File: config.mk
export PLATFORM = sky130hd
export DESIGN_NAME = sertx_preamble
export DESIGN_NICKNAME = d
export VERILOG_FILES = /design/src/rtl/sertx_pkg.sv /design/src/rtl/sertx_regs.sv /design/src/rtl/sertx_bit_timer.sv /design/src/rtl/sertx_shifter.sv /design/src/rtl/sertx_preamble.sv
export SDC_FILE = /design/constraint.sdc
export NUM_CORES = 1
export LEC_CHECK = 0
export ABC_CLOCK_PERIOD_IN_PS = 3400
export BUFFER_PORTS_ARGS = -buffer_cell sky130_fd_sc_hd__buf_2
export CORE_ASPECT_RATIO = 1.1
export CORE_MARGIN = 1
export CORE_UTILIZATION = 57
export DETAILED_ROUTE_END_ITERATION = 7
export PLACE_DENSITY = 0.79
export RECOVER_POWER = 25
export SETUP_SLACK_MARGIN = 0.4
export SLEW_MARGIN = 25
export SYNTH_ARGS = -nofsm -noshare
export SYNTH_HDL_FRONTEND = slang
export SYNTH_SLANG_ARGS = --single-unit
File: constraint.sdc
create_clock -name clk -period 3.4 [get_ports clk]
set_clock_uncertainty 0.1 [all_clocks]
set_input_delay 0.85 -clock clk [delete_from_list [all_inputs] [get_ports clk]]
set_output_delay 0.85 -clock clk [all_outputs]
set_load 0.05 [all_outputs]
File: src/rtl/sertx_pkg.sv
package sertx_pkg;
  typedef enum logic [2:0] {
    ST_OFF, ST_IDLE, ST_PRE, ST_DATA, ST_BRK, ST_STOP
  } tx_state_e;

  localparam int CTL_TIE  = 7;
  localparam int CTL_TCIE = 6;
  localparam int CTL_TE   = 3;
  localparam int CTL_SBK  = 0;
endpackage

File: src/rtl/sertx_regs.sv
module sertx_regs
  import sertx_pkg::*;
#(
  parameter int DATA_BITS = 8
) (
  input  logic                 clk,
  input  logic                 rst,
  input  logic                 wr_en,
  input  logic                 wr_addr,
  input  logic [7:0]           wr_data,
  input  logic                 wr_d8,
  input  logic                 load_pulse,
  input  logic                 tc_set,
  output logic [7:0]           ctl_q,
  output logic [DATA_BITS:0]   data_q,
  output logic                 tdre,
  output logic                 tc,
  output logic                 te_rise,
  output logic                 irq
);
  logic wr_ctl, wr_dat;
  logic tdre_n, tc_n;
  logic [7:0] ctl_n;

  assign wr_ctl = wr_en && !wr_addr;
  assign wr_dat = wr_en && wr_addr;

  always_comb begin
    ctl_n  = wr_ctl ? wr_data : ctl_q;
    tdre_n = wr_dat ? 1'b0 : (load_pulse ? 1'b1 : tdre);
    tc_n   = wr_dat ? 1'b0 : (tc_set ? 1'b1 : tc);
  end

  always_ff @(posedge clk) begin
    if (rst) begin
      ctl_q   <= '0;
      data_q  <= '0;
      tdre    <= 1'b1;
      tc      <= 1'b1;
      te_rise <= 1'b0;
      irq     <= 1'b0;
    end else begin
      te_rise <= wr_ctl && wr_data[CTL_TE] && !ctl_q[CTL_TE];
      ctl_q   <= ctl_n;
      if (wr_dat) data_q <= {wr_d8, wr_data[DATA_BITS-1:0]};
      tdre    <= tdre_n;
      tc      <= tc_n;
      irq     <= (tdre_n && ctl_n[CTL_TIE]) || (tc_n && ctl_n[CTL_TCIE]);
    end
  end

  p_wr_clears_flags_r7: assert property (@(posedge clk) disable iff (rst)
    wr_dat |=> (!tdre && !tc));
  p_load_sets_tdre_r7: assert property (@(posedge clk) disable iff (rst)
    (load_pulse && !wr_dat) |=> tdre);
  p_irq_gate_r8: assert property (@(posedge clk) disable iff (rst)
    irq == ((tdre && ctl_q[CTL_TIE]) || (tc && ctl_q[CTL_TCIE])));
endmodule

File: src/rtl/sertx_bit_timer.sv
module sertx_bit_timer #(
  parameter int TICKS_PER_BIT = 16
) (
  input  logic clk,
  input  logic rst,
  input  logic restart,
  input  logic tick,
  output logic bit_done,
  output logic first_half
);
  localparam int CW = (TICKS_PER_BIT > 2) ? $clog2(TICKS_PER_BIT) : 1;
  localparam logic [CW-1:0] LAST = CW'(TICKS_PER_BIT - 1);
  localparam logic [CW-1:0] HALF = CW'(TICKS_PER_BIT / 2);

  logic [CW-1:0] cnt;

  always_ff @(posedge clk) begin
    if (rst || restart) cnt <= '0;
    else if (tick) cnt <= (cnt == LAST) ? '0 : cnt + 1'b1;
  end

  assign bit_done   = tick && (cnt == LAST);
  assign first_half = cnt < HALF;

  p_cnt_range_r2: assert property (@(posedge clk) disable iff (rst)
    cnt <= LAST);
endmodule

File: src/rtl/sertx_shifter.sv
module sertx_shifter
  import sertx_pkg::*;
#(
  parameter int DATA_BITS = 8
) (
  input  logic                 clk,
  input  logic                 rst,
  input  logic                 te,
  input  logic                 sbk,
  input  logic                 te_rise,
  input  logic                 nine,
  input  logic                 tdre,
  input  logic [DATA_BITS:0]   data,
  input  logic                 bit_done,
  input  logic                 first_half,
  output logic                 restart,
  output logic                 load_data,
  output logic                 tc_set,
  output logic                 txd,
  output logic                 txd_oe,
  output logic                 sclk,
  output logic                 sclk_oe
);
  localparam int FRAME_MAX = DATA_BITS + 3;
  localparam int LW = $clog2(FRAME_MAX + 1);

  tx_state_e state, nxt;
  logic [FRAME_MAX-1:0] shreg, mask, ld_bits, ld_mask;
  logic [LW-1:0] left, ld_left, len_cur;
  logic pre_pend, active, last_bit, go;

  assign len_cur  = nine ? LW'(FRAME_MAX) : LW'(FRAME_MAX - 1);
  assign active   = (state == ST_PRE) || (state == ST_DATA) ||
                    (state == ST_BRK) || (state == ST_STOP);
  assign last_bit = active && bit_done && (left == LW'(1));

  always_comb begin
    nxt = state;
    go  = 1'b0;
    if (last_bit || state == ST_IDLE || state == ST_OFF) begin
      if (state == ST_BRK)         nxt = (sbk && te) ? ST_BRK : ST_STOP;
      else if (pre_pend || te_rise) nxt = ST_PRE;
      else if (!te)                nxt = ST_OFF;
      else if (sbk)                nxt = ST_BRK;
      else if (!tdre)              nxt = ST_DATA;
      else                         nxt = ST_IDLE;
      go = (nxt != ST_IDLE) && (nxt != ST_OFF);
    end
  end

  assign restart   = go;
  assign load_data = go && (nxt == ST_DATA);
  assign tc_set    = last_bit && ((nxt == ST_IDLE) || (nxt == ST_OFF));

  always_comb begin
    ld_bits = '1;
    ld_mask = '0;
    ld_left = len_cur;
    for (int i = 0; i < DATA_BITS; i++) ld_mask[i+1] = 1'b1;
    if (nine) ld_mask[DATA_BITS+1] = 1'b1;
    unique case (nxt)
      ST_DATA: begin
        ld_bits[0] = 1'b0;
        for (int i = 0; i < DATA_BITS; i++) ld_bits[i+1] = data[i];
        if (nine) ld_bits[DATA_BITS+1] = data[DATA_BITS];
      end
      ST_BRK:  ld_bits = '0;
      ST_STOP: begin ld_mask = '0; ld_left = LW'(1); end
      default: ld_mask = '0;
    endcase
  end

  always_ff @(posedge clk) begin
    if (rst) begin
      state    <= ST_OFF;
      shreg    <= '1;
      mask     <= '0;
      left     <= '0;
      pre_pend <= 1'b0;
    end else begin
      pre_pend <= (pre_pend || te_rise) && !(go && nxt == ST_PRE);
      state    <= nxt;
      if (go) begin
        shreg <= ld_bits;
        mask  <= ld_mask;
        left  <= ld_left;
      end else if (active && bit_done) begin
        shreg <= {1'b1, shreg[FRAME_MAX-1:1]};
        mask  <= {1'b0, mask[FRAME_MAX-1:1]};
        left  <= left - 1'b1;
      end
    end
  end

  assign txd     = active ? shreg[0] : 1'b1;
  assign txd_oe  = (state != ST_OFF);
  assign sclk    = !(active && mask[0] && first_half);
  assign sclk_oe = (state != ST_OFF);

  p_release_at_boundary_r5: assert property (@(posedge clk) disable iff (rst)
    $fell(txd_oe) |-> $past(state == ST_IDLE || (bit_done && left == LW'(1))));
  p_break_low_r10: assert property (@(posedge clk) disable iff (rst)
    (state == ST_BRK) |-> !txd);
  p_pre_no_clock_r9: assert property (@(posedge clk) disable iff (rst)
    (state == ST_PRE) |-> (sclk && txd));
  p_pre_length_r3: assert property (@(posedge clk) disable iff (rst)
    $rose(state == ST_PRE) |-> (left == $past(len_cur)));
endmodule

File: src/rtl/sertx_preamble.sv
module sertx_preamble
  import sertx_pkg::*;
#(
  parameter int TICKS_PER_BIT = 16,
  parameter int DATA_BITS     = 8
) (
  input  logic       clk,
  input  logic       rst,
  input  logic       baud_tick,
  input  logic       nine_bit,
  input  logic       wr_en,
  input  logic       wr_addr,
  input  logic [7:0] wr_data,
  input  logic       wr_d8,
  output logic [7:0] ctrl_o,
  output logic       tdre_o,
  output logic       tc_o,
  output logic       irq_o,
  output logic       txd_o,
  output logic       txd_oe_o,
  output logic       sclk_o,
  output logic       sclk_oe_o
);
  logic [7:0] ctl_q;
  logic [DATA_BITS:0] data_q;
  logic tdre, tc, te_rise, irq;
  logic load_data, tc_set, restart, bit_done, first_half;

  sertx_regs #(.DATA_BITS(DATA_BITS)) regs_i (
    .clk(clk), .rst(rst), .wr_en(wr_en), .wr_addr(wr_addr),
    .wr_data(wr_data), .wr_d8(wr_d8), .load_pulse(load_data),
    .tc_set(tc_set), .ctl_q(ctl_q), .data_q(data_q), .tdre(tdre),
    .tc(tc), .te_rise(te_rise), .irq(irq)
  );

  sertx_bit_timer #(.TICKS_PER_BIT(TICKS_PER_BIT)) timer_i (
    .clk(clk), .rst(rst), .restart(restart), .tick(baud_tick),
    .bit_done(bit_done), .first_half(first_half)
  );

  sertx_shifter #(.DATA_BITS(DATA_BITS)) shift_i (
    .clk(clk), .rst(rst), .te(ctl_q[CTL_TE]), .sbk(ctl_q[CTL_SBK]),
    .te_rise(te_rise), .nine(nine_bit), .tdre(tdre), .data(data_q),
    .bit_done(bit_done), .first_half(first_half), .restart(restart),
    .load_data(load_data), .tc_set(tc_set), .txd(txd_o),
    .txd_oe(txd_oe_o), .sclk(sclk_o), .sclk_oe(sclk_oe_o)
  );

  assign ctrl_o = ctl_q;
  assign tdre_o = tdre;
  assign tc_o   = tc;
  assign irq_o  = irq;
endmodule

# Word-level counts from Yosys, hierarchy flattened
# Index checks and enable logic that the tools add are counted.
# classes
mux,29
add_sub_neg,2
n_reduce_logical,36
n_eq_ne,13
magnitude_cmp,1
# ops
operator,count
$mux W11,4
$pmux W10 S2,1
$mux W3,6
$logic_and A1 B1 Y1,17
$mux W4,4
$eq A3 B2 Y1 const B,4
$eq A3 B3 Y1 const B,4
$mux W1,11
$mux W10,1
$logic_or A1 B1 Y1,9
$mux W8,1
$eq A3 B1 Y1 const B,2
$logic_not A3 Y1,2
$reduce_bool A3 Y1,2
$add A4 B1 Y4 const B,1
$eq A4 B1 Y1 const B,1
$eq A4 B4 Y1 const B,1
$logic_not A1 Y1,4
$lt A4 B4 Y1 const B,1
$sub A4 B1 Y4 const B,1
$ne A3 B1 Y1 const B,1
$mux W2,1
$reduce_bool A2 Y1,1
$reduce_or A2 Y1,1
# totals
out_inout_bits,15
elab_cells,94
input_bits,15
regBits,55

# Longest topological paths before layout
# Gate-level depths: netlist of run 1.
# logic_depth
word_depth,17
ltp_mapped,10

# By module
# Synthesis of run 1 repeated with hierarchy kept, for this count alone.
# unflattened
cells_unflattened,306
hier_area_um2,2612.5
# modules_own_cells
mod,area_each_um2,n_inst,cells_each,seq_area_each_um2
sertx_shifter,1690.4,1,201,580.6
sertx_regs,744.5,1,87,420.4
sertx_bit_timer,177.7,1,18,80.1

# Least setup slack after synthesis of run 1
# No wires, ideal clock.
# synth_path
path_type,input -> register
from,input port baud_tick
to,register shift_i.mask[9]
cell_stages,7
arrival_ps,2460
slack_ps,724
setup_time_ps,116
n_path_buf,1
path_cell_list,buf_2 -> nand4_1 -> or4_1 -> o211a_2 -> and4_4 -> nand3b_1 -> a41o_1
# synth_between
elab_chain_len,10
# synth_lines
item,line_no,text
start: declaration,sertx_preamble.sv:9,"input logic baud_tick,"
$logic_and A1 B1 Y1 *,sertx_bit_timer.sv:22,assign bit_done = tick && (cnt == LAST);
$logic_and A1 B1 Y1 *,"sertx_shifter.sv:35, sertx_shifter.sv:87",
$logic_and A1 B1 Y1,sertx_shifter.sv:35,assign last_bit = active && bit_done && (left == LW'(1));
$logic_or A1 B1 Y1 (2 in series),sertx_shifter.sv:40,if (last_bit || state == ST_IDLE || state == ST_OFF) begin
$mux W3,sertx_shifter.sv:40,
$eq A3 B3 Y1 / $eq A3 B2 Y1 (equally long branches),sertx_shifter.sv:61,unique case (nxt)
$reduce_or A2 Y1 (no source line),--,
$mux W10,sertx_shifter.sv:61,
$mux W11,sertx_shifter.sv:83,if (go) begin
end signal: assignment,sertx_shifter.sv:85,mask <= ld_mask;
end signal: assignment,sertx_shifter.sv:89,"mask <= {1'b0, mask[FRAME_MAX-1:1]};"
end: declaration,sertx_shifter.sv:28,"logic [FRAME_MAX-1:0] shreg, mask, ld_bits, ld_mask;"
# Mark *: on every way between the ends. The rest lies on a longest branch, timed or not.
# A chain may end at the register's enable or synchronous reset.

# Worst setup path after layout of run 1
# layout_path
from,register shift_i.left[0]
to,register regs_i.irq
# layout_between
elab_chain_len,12
# layout_lines
item,line_no,text
start: declaration,sertx_shifter.sv:29,"logic [LW-1:0] left, ld_left, len_cur;"
start signal: assignment,sertx_shifter.sv:86,left <= ld_left;
start signal: assignment,sertx_shifter.sv:90,left <= left - 1'b1;
$eq A4 B1 Y1 *,sertx_shifter.sv:35,
$logic_and A1 B1 Y1 *,sertx_shifter.sv:35,
$logic_or A1 B1 Y1 (2 in series),sertx_shifter.sv:40,
$mux W3,sertx_shifter.sv:40,
$eq A3 B1 Y1 / $logic_not A3 Y1 (equally long branches),sertx_shifter.sv:53,assign tc_set = last_bit && ((nxt == ST_IDLE) || (nxt == ST_OFF));
$logic_or A1 B1 Y1,sertx_shifter.sv:53,
$logic_and A1 B1 Y1,sertx_shifter.sv:53,
$mux W1 (2 in series),sertx_regs.sv:31,tc_n = wr_dat ? 1'b0 : (tc_set ? 1'b1 : tc);
$logic_and A1 B1 Y1,sertx_regs.sv:48,irq <= (tdre_n && ctl_n[CTL_TIE]) || (tc_n && ctl_n[CTL_TCIE]);
$logic_or A1 B1 Y1 *,sertx_regs.sv:48,
end signal: assignment,sertx_regs.sv:48,
end: declaration,sertx_regs.sv:19,output logic irq
# Marks and branches as above.

==> results.cfg, run 1 <==
[clock_network]
clock_path_buffers = 2
insertion_delay_ns = 0.31
cts_made_buffers = 5
postCtsSetupBuffers = 0
cts_tree = done
cts_num_sinks = 54
hold_buffers = 0
root_buffer = clkbuf_8
cts_max_level = 2
path_clk_slew_ns = 0.10

[sta]
whs_ns = 0.360
grt_setup_unrepaired = no
timing.fmax_mhz = 363
relSlewSlack_pct = 64.8
setup_viol = 0
fin_setup_tns_ns = 0
tightest_slew_ns = 0.522
period_needed_ns = 2.75
hold_viol_final = 0
finalCritPeriodShare_pct = 81.0
maxSlewViolCount = 0

[logic_synthesis]
syn_area_per_cell_um2 = 8.04
synth_cell_types = 50
synth_ff_type = dfxtp_1
syn-num-nets = 324
syn_area_mm2 = 0.00246
synth-edff-count = 0
synthArstFlopShare_pct = 0
ys_ff_latch = 54
syn-instance-count = 306
seq_area_frac_synth_pct = 43.9
yosysWarnings = 0

[place]
hpwl_mm = 3.60
port_buffers = 29
gp_congestion = 0.873

[die]
design.core.area_mm2 = 0.00405
rows = 24
die_y_um = 70.9
die_w_um = 64.6
dieArea_mm2 = 0.00458
initial_utilization_pct = 60.7
io_pins = 30

[setup_path]
worst_ep_required_time_ns = 3.49
critPathMaxFanout = 20
arrival_ns = 2.84
worstSetupStartpointType = register
crit_type = reg -> reg
critical_path.reg2reg.startpoint = shift_i.left[0]
critPathLaunch = shift_i.left[0]
r2r_cells = 8
cp-end-kind = register
rrSetupSlack_ns = 0.65

[final_layout]
final_cell_mix = nand2_1, dfxtp_1, nor2_1
final_nets = 343
layout_commonest_cell = nand2_1
area_delta_synth_final_pct = 10.6
antenna_cells = 0
drive_above_1_share_pct = 18.4

[detailed_routing]
detail-route-antenna-nets = 0
drt-total-wl_mm = 5.01
drc = 0
drt-vias-per-instance = 5.57
drt-pass1-iter-count = 4
wl_per_cell_um = 13.3
vias = 2107
drt_iter0_markers = 157

[global_routing]
grt_use_total_pct = 24.1
grt_antenna_before_repair = 0
grt_max_degree = 33
grt_pass1_wl_mm = 8.68
grt_pass1_vias = 1958
grt_overflow_total = 0

[worst_hold_path]
whs_path_depth = 2
hp-class = reg -> reg
hold_path.startpoint = regs_i.ctl_q[1]

[job]
maxCapViolCount = 0

[power]
p_leak_uw = 0.00104
p_per_area_mw_per_mm2 = 476
ir_worst_vdd_uv = 298
totalPowerFinal_uw = 1300

[outcome]
status = complete, no violations
## final cells by class
cell class / instances / area [um^2]
tap: 52 / 65.1
sequential: 54 / 1080
clock buffer: 6 / 82.6
multi-input combinational: 223 / 1240
timing repair buffer: 35 / 188
inverter: 6 / 22.5
clock inverter: 2 / 38.8
fill: 347 / 1330
## final timing paths
kind,to
hold / removal,regs_i.ctl_q[1]
setup reg to reg,regs_i.irq
hold reg to reg,regs_i.ctl_q[1]
setup / recovery,regs_i.irq
## state kept, by name (all words and copies together), names as in the netlist
| register | cells |
|---|---|
| regs_i.tc | 1 |
| shift_i.pre_pend | 1 |
| regs_i.data_q | 9 |
| shift_i.shreg | 11 |
| regs_i.ctl_q | 8 |
| shift_i.mask | 10 |
| timer_i.cnt | 4 |
| shift_i.state | 3 |
| regs_i.tdre | 1 |
| regs_i.te_rise | 1 |
| regs_i.irq | 1 |
| shift_i.left | 4 |
## kinds of logic (layout without fill, tap and decap cells)
logic type / Yosys count / count (layout) / share of synthesized area, %
AND/OR/NAND/NOR: 134 / 134 / 24.6
AO/OA/AOI/OAI: 76 / 76 / 20.7
XOR/XNOR: 6 / 6 / 2.14
adder cells (fa/ha/maj): 3 / 3 / 1.53
multiplexers: 4 / 4 / 1.63
flip-flops: 54 / 54 / 43.9
buffers and inverters: 29 / 49 / 5.49
## timing repair
action,in CTS,in global routing
endpoints found under the setup margin,0,5
resized for setup,0,1
hold endpoints to repair,0,0
## critical path, stage by stage (launching register included)
cell,delay (ns)
dfxtp_1,0.40
ha_1,0.17
or3b_1,0.47
o31ai_2,0.37
o211a_2,0.42
buf_4,0.28
nor3_1,0.08
o21ai_0,0.21
o22ai_1,0.12
## power breakdown
group          internal, uW  switching [uW]  leakage [uW]
Combinational          52.4             108      0.000539
Sequential              664            21.3      0.000441
Clock                   242             209     0.0000618
## per-stage QoR
stage | instance area (um^2) | setup slack, ns | cells | utilization [%]
floorplan | 2460 | 0.724 | 306 | -
global placement | 2600 | 0.431 | 370 | 64.2
detailed placement | 2600 | 0.346 | 370 | 64.2
CTS | 2720 | 0.593 | 378 | 67.2
global route | 2720 | 0.421 | 378 | 67.1
finish | 2720 | 0.646 | 378 | 67.1
## layer usage
layer  global-route usage (%)  part of all wire, %  vias to the layer above
met2                     40.7                   49                       44
met5                        0                    0                        -
met1                     30.4                   46                      966
li1                         -                    -                     1092
met3                     5.81                  3.8                        5
met4                     7.16                  1.2                        0
## Yosys cell counts (all sizes together), types with 2 or more instances
| library cell | number | area (um^2) |
|---|---|---|
| a211o | 2 | 17.5 |
| a21o | 2 | 15.0 |
| a21oi | 31 | 189 |
| a31oi | 19 | 119 |
| and2 | 2 | 12.5 |
| buf | 7 | 51.3 |
| clkbuf | 16 | 61.3 |
| dfxtp | 54 | 1080 |
| ha | 3 | 37.5 |
| inv | 6 | 22.5 |
| mux2i | 4 | 40.0 |
| nand2 | 57 | 214 |
| nand2b | 4 | 25.0 |
| nand3 | 5 | 25.0 |
| nand3b | 2 | 15.0 |
| nand4 | 2 | 12.5 |
| nor2 | 38 | 145 |
| nor3 | 9 | 45.0 |
| nor3b | 2 | 15.0 |
| nor4 | 2 | 12.5 |
| o211a | 2 | 20.0 |
| o21a | 2 | 15.0 |
| o21ai | 8 | 43.8 |
| o31ai | 2 | 20.0 |
| or2 | 3 | 18.8 |
| or3 | 2 | 12.5 |
| xnor2 | 2 | 17.5 |
| xor2 | 4 | 35.0 |
(Power assumes the default switching activity.)
==> run 2: changes to the inputs <==
- ABC_CLOCK_PERIOD_IN_PS: 3400 -> 2200
- CORE_UTILIZATION: 57 -> 51
- PLACE_DENSITY: 0.79 -> 0.75
- clock period: 3.4 -> 2.2 ns (I/O delays scaled with it)
==> run 2 against run 1 <==
The flow now finishes with violations (setup timing). Clock power increased by 21%. Die area increased by 11%. Sequential share of layout area is 6.9 points lower. Combinational power rose by 130%. Fmax is 14% higher. Largest cell class unchanged. Largest power group unchanged. Highest routed layer unchanged.
==> results.cfg, run 2 (synthesized netlist as in run 1, its figures left out) <==
[outcome]
status = complete, but fails checks
violations = setup timing

[sta]
grt_setup_unrepaired = yes
timing.final.ws_setup_ns = -0.223
timing.fmax_mhz = 413
tightest_slew_ns = 0.609
setup_viol = 24
hold_viol_final = 0
maxSlewViolCount = 0
whs_ns = 0.360
finalCritPeriodShare_pct = 110
relSlewSlack_pct = 58.9
fin_setup_tns_ns = -3.82
period_needed_ns = 2.42

[setup_path]
critPathMaxStageDelay_ns = 0.43
r2r_cells = 9
crit_chain = inv_2 -> ha_4 -> or3b_4 -> or4_4 -> o211a_4 -> and4_4 -> o21a_2 -> buf_12 -> a21oi_2
arrival_ns = 2.56
crit_type = reg -> reg
worstSetupStartpointType = register
cp-end-kind = register
critPathMaxFanout = 7
worst_ep_required_time_ns = 2.34
crit_slowest_cell = or4_4

[final_layout]
reg_top3 = shift_i.shreg (11), shift_i.mask (10), regs_i.data_q (9)
largest_reg_flops = 11
layout_commonest_cell = nand2_1
nFillCells = 346
seq_area_mm2 = 0.00109
multi_input_area_mm2 = 0.00139
antenna_cells = 0
area_delta_synth_final_pct = 35.7
regMostFlops = shift_i.shreg
fin_util_pct = 71.7
final_nets = 394
final_cell_mix = nand2_1, dfxtp_1, buf_4
drive_above_1_share_pct = 35.6

[clock_network]
clock_path_buffers = 2
path_clk_slew_ns = 0.10
insertion_delay_ns = 0.31
cts_tree = done
root_buffer = clkbuf_8
hold_buffers = 0
cts_max_level = 2
cts_made_buffers = 5
cts_num_sinks = 54

[detailed_routing]
drt-vias-per-instance = 5.63
wl_per_cell_um = 15.3
drt-pass1-iter-count = 4
drc = 0
drt_iter0_markers = 153
drt-total-wl_mm = 6.60
vias = 2432
detail-route-antenna-nets = 0

[job]
maxCapViolCount = 0

[global_routing]
grt_pass1_wl_mm = 9.34
grt_use_total_pct = 24.3
grt_max_degree = 24
grt_pass1_vias = 2081
grt_antenna_before_repair = 0
grt_overflow_total = 0

[die]
io_pins = 30
initial_utilization_pct = 52.9
dieArea_mm2 = 0.00511
die_w_um = 68.2
design.core.area_mm2 = 0.00465
die_y_um = 74.8
rows = 26

[worst_hold_path]
hp-class = reg -> reg
whs_path_depth = 2

[place]
gp_congestion = 0.866
hpwl_mm = 3.96
dp_slack_ns = -0.182
port_buffers = 29

[power]
p_leak_uw = 0.00133
ir_worst_vdd_uv = 407
p_per_area_mw_per_mm2 = 593
==> run 2: cell types whose count changed in the layout (fill, tap and decap cells not counted), sizes merged <==
cell      previous run  this run
clkbuf               8         9
clkinvlp             0         1
buf                 33        83
inv                  7         6
bufinv               1         0
==> run 2: routing by layer <==
layer  vias to the layer above  global-route usage [%]  wire length (um)
met5                         -                       0                 0
met4                         0                    7.41               112
met3                        14                    5.00               354
met2                        88                    43.5              3340
met1                      1145                    28.8              2790
li1                       1185                       -                 -
==> run 2: timing repair <==
action | in CTS | in global routing
buffers inserted | 8 | 4
gates cloned | 1 | 1
resized for setup | 40 | 16
pin swaps | 10 | 13
endpoints found under the setup margin | 40 | 40
==> run 2: worst paths after layout <==
kind	start	end	slack, ns
max	shift_i.left[1]	shift_i.shreg[2]	-0.22
min	regs_i.ctl_q[4]	regs_i.ctl_q[4]	0.36
max reg2reg	shift_i.left[1]	shift_i.shreg[2]	-0.22
min reg2reg	regs_i.ctl_q[4]	regs_i.ctl_q[4]	0.36
==> run 2: final cells by class <==
type                    count  area share (%)
multi-input cells         223            41.8
flip-flops and latches     54            32.8
repair buffers             86            20.2
clock buffers               6            2.17
well taps                  56            2.10
inverters                   6           0.675
clock inverters             1           0.225
==> run 2: through the flow <==
step	std cells	instance area [um^2]	power, uW
floorplan	306	2510	1280
global placement	411	2920	1380
detailed placement	411	2920	1380
CTS	427	3210	1940
global route	432	3340	2060
finish	432	3340	1980
==> run 2: critical path, delay by kind of cell (launching register included) <==
kind            cells  cell delay (ns)
simple gates        3             1.02
compound gates      3             0.55
flops               1             0.34
buf+inv             2             0.21
fa+ha+maj           1             0.11
==> run 2: power by group <==
part	internal, uW	switching (uW)
logic	163	215
registers	1030	31.0
clock network	219	325
total	1410	571
==> run 3: changes to the inputs <==
- CORE_UTILIZATION: 51 -> 52
- PLACE_DENSITY: 0.75 -> 0.76
- SYNTH_HIERARCHICAL: default -> 1
==> run 3 against run 2 <==
The run still ends with setup timing left. Highest routed layer unchanged. Worst setup slack worse by 0.17 ns. Critical endpoint is now shift_i/shreg[4]. Clock power grew 3%. Fmax is 6.5% lower. Critical path type unchanged. Die area increased by 4.0%. Wire length shrank 1.4%.
==> results.cfg, run 3 <==
[outcome]
status = complete, but fails checks
violations = setup timing

[die]
initial_utilization_pct = 55.0
die_y_um = 76.3
io_pins = 30
die_w_um = 69.6
dieArea_mm2 = 0.00531
design.core.area_mm2 = 0.00475
rows = 26

[sta]
period_needed_ns = 2.59
setup_viol = 28
maxSlewViolCount = 0
grt_setup_unrepaired = yes
relSlewSlack_pct = 61.5
hold_viol_final = 0
tightest_slew_ns = 0.574
timing.final.ws_setup_ns = -0.391
whs_ns = 0.358
finalCritPeriodShare_pct = 118
timing.fmax_mhz = 386

[logic_synthesis]
synth.area.top_cells = dfxtp_1, nand2_1, a211o_1
syn-num-nets = 324
syn_area_per_cell_um2 = 8.54
syn_area_mm2 = 0.00261
ys_ff_latch = 54
synth_top_area_share_pct = 41.4
yosysWarnings = 6
synth-edff-count = 0
synth_ff_type = dfxtp_1
synth_largest_area_cell = dfxtp_1
synth_cell_types = 57
synthArstFlopShare_pct = 0
yosys-top-cells-count = nand2_1, dfxtp_1, a21oi_1
seq_area_frac_synth_pct = 41.4
syn-instance-count = 306
yosysMostFrequentCell = nand2_1

[clock_network]
insertion_delay_ns = 0.32
path_clk_slew_ns = 0.10
hold_buffers = 0
clock_path_buffers = 2
cts_max_level = 2
cts_tree = done
cts_num_sinks = 54
cts_made_buffers = 5
root_buffer = clkbuf_8

[global_routing]
grt_max_degree = 27
grt_antenna_before_repair = 0
grt_pass1_vias = 2331
grt_pass1_wl_mm = 10.6
grt_overflow_total = 0
grt_use_total_pct = 25.4

[setup_path]
worst_ep_required_time_ns = 2.32
crit_type = reg -> reg
critPathMaxFanout = 5
cp-end-kind = register
r2r_cells = 8
arrival_ns = 2.71
critPathLaunch = timer_i/cnt[0]
critical_path.reg2reg.startpoint = timer_i/cnt[0]
rrSetupSlack_ns = -0.39
worstSetupStartpointType = register
timing.rr.end = shift_i/shreg[4]

[final_layout]
regMostFlops = shift_i/shreg
layout_commonest_cell = nand2_1
final_nets = 387
reg_top3 = shift_i/shreg (11), shift_i/mask (10), regs_i/data_q (9)
finalNonFillerCells = 426
antenna_cells = 0
drive_above_1_share_pct = 32.2
area_delta_synth_final_pct = 29.3
final_cell_mix = nand2_1, dfxtp_1, buf_4
largest_reg_flops = 11

[place]
dpl.cell_count = 405
port_buffers = 29
hpwl_mm = 3.95
gp_congestion = 0.808

[power]
ir_worst_vdd_uv = 391
p_leak_uw = 0.00137
p_per_area_mw_per_mm2 = 572

[detailed_routing]
detail-route-antenna-nets = 0
drc = 0
drt-total-wl_mm = 6.51
vias = 2413
drt_iter0_markers = 163
drt-vias-per-instance = 5.66
wl_per_cell_um = 15.3
drt-pass1-iter-count = 4

[worst_hold_path]
hold_path.startpoint = regs_i/ctl_q[4]
hp-class = reg -> reg
holdPathEnd = regs_i/ctl_q[4]
whs_path_depth = 2

[job]
maxCapViolCount = 0
## run 3: changes by cell type after synthesis, sizes merged, moves of 5 or more
cell	before	now
nor2	38	13
a31oi	19	2
a211o	2	17
nand2	57	71
clkbuf	16	7
a21oi	31	24
buf	7	14
or3b	1	8
nand3	5	10
## run 3: worst max-delay path, stage by stage (launching register included)
cell	delay, ns
dfxtp_2	0.37
ha_4	0.14
and4_4	0.23
nand4bb_4	0.15
or4b_4	0.61
o22ai_4	0.14
buf_4	0.16
or3b_1	0.35
a211o_1	0.26
## run 3: per-stage QoR
stage	setup TNS [ns]	power, uW	util, %	setup WS, ns	instance area, um^2
global route	-8.68	2020	71.1	-0.452	3380
floorplan	-3.09	1260	-	-0.289	2700
detailed placement	-10.82	1340	64.6	-0.457	3070
global placement	-9.96	1340	64.6	-0.431	3070
finish	-6.00	1930	71.1	-0.391	3380
CTS	-5.77	1940	70.6	-0.320	3350
## run 3: timing repair
| item | 4_1_cts | 5_1_grt |
|---|---|---|
| pin swaps | 2 | 8 |
| setup buffers | 8 | 1 |
| gates cloned | 4 | 0 |
| gates resized for setup | 26 | 4 |
| setup endpoints to repair | 40 | 40 |
## run 3: layer usage
layer | global-route usage, % | share of wire [%]
met4 | 16.1 | 3.6
met5 | 0 | 0
met3 | 4.50 | 4.4
met2 | 44.5 | 50
met1 | 28.0 | 41
## run 3: worst max-delay path by stage
stage                                  end  cells past startpoint
after floorplan                 regs_i/irq                      9
after global placement          regs_i/irq                      9
after detailed placement        regs_i/irq                      9
after CTS                       regs_i/irq                      9
after global routing      shift_i/shreg[6]                      8
final                     shift_i/shreg[4]                      8
## run 3: area by class of cell
class,instances,area [um^2]
Tap cell,56,70.1
Timing Repair Buffer,73,536
Sequential cell,54,1090
Fill cell,376,1370
Clock buffer,5,68.8
Inverter,7,26.3
Clock inverter,3,21.3
Multi-Input combinational cell,228,1570
## run 3: cells by family (layout without fill, tap and decap cells)
family	after synthesis	count (layout)	share of synthesized area, %
DFF	54	54	41.4
buffers and inverters	28	88	5.32
adders and majority gates	4	4	1.82
AOI/OAI and AO/OA	65	68	17.4
muxes	7	8	2.87
and+or+nand+nor	141	141	28.8
xor gates and xnor gates	7	7	2.35
## run 3: power breakdown
group / internal (uW) / switching (uW) / total (uW)
Combinational: 140 / 187 / 327
Sequential: 1020 / 26.4 / 1040
Clock: 224 / 338 / 562
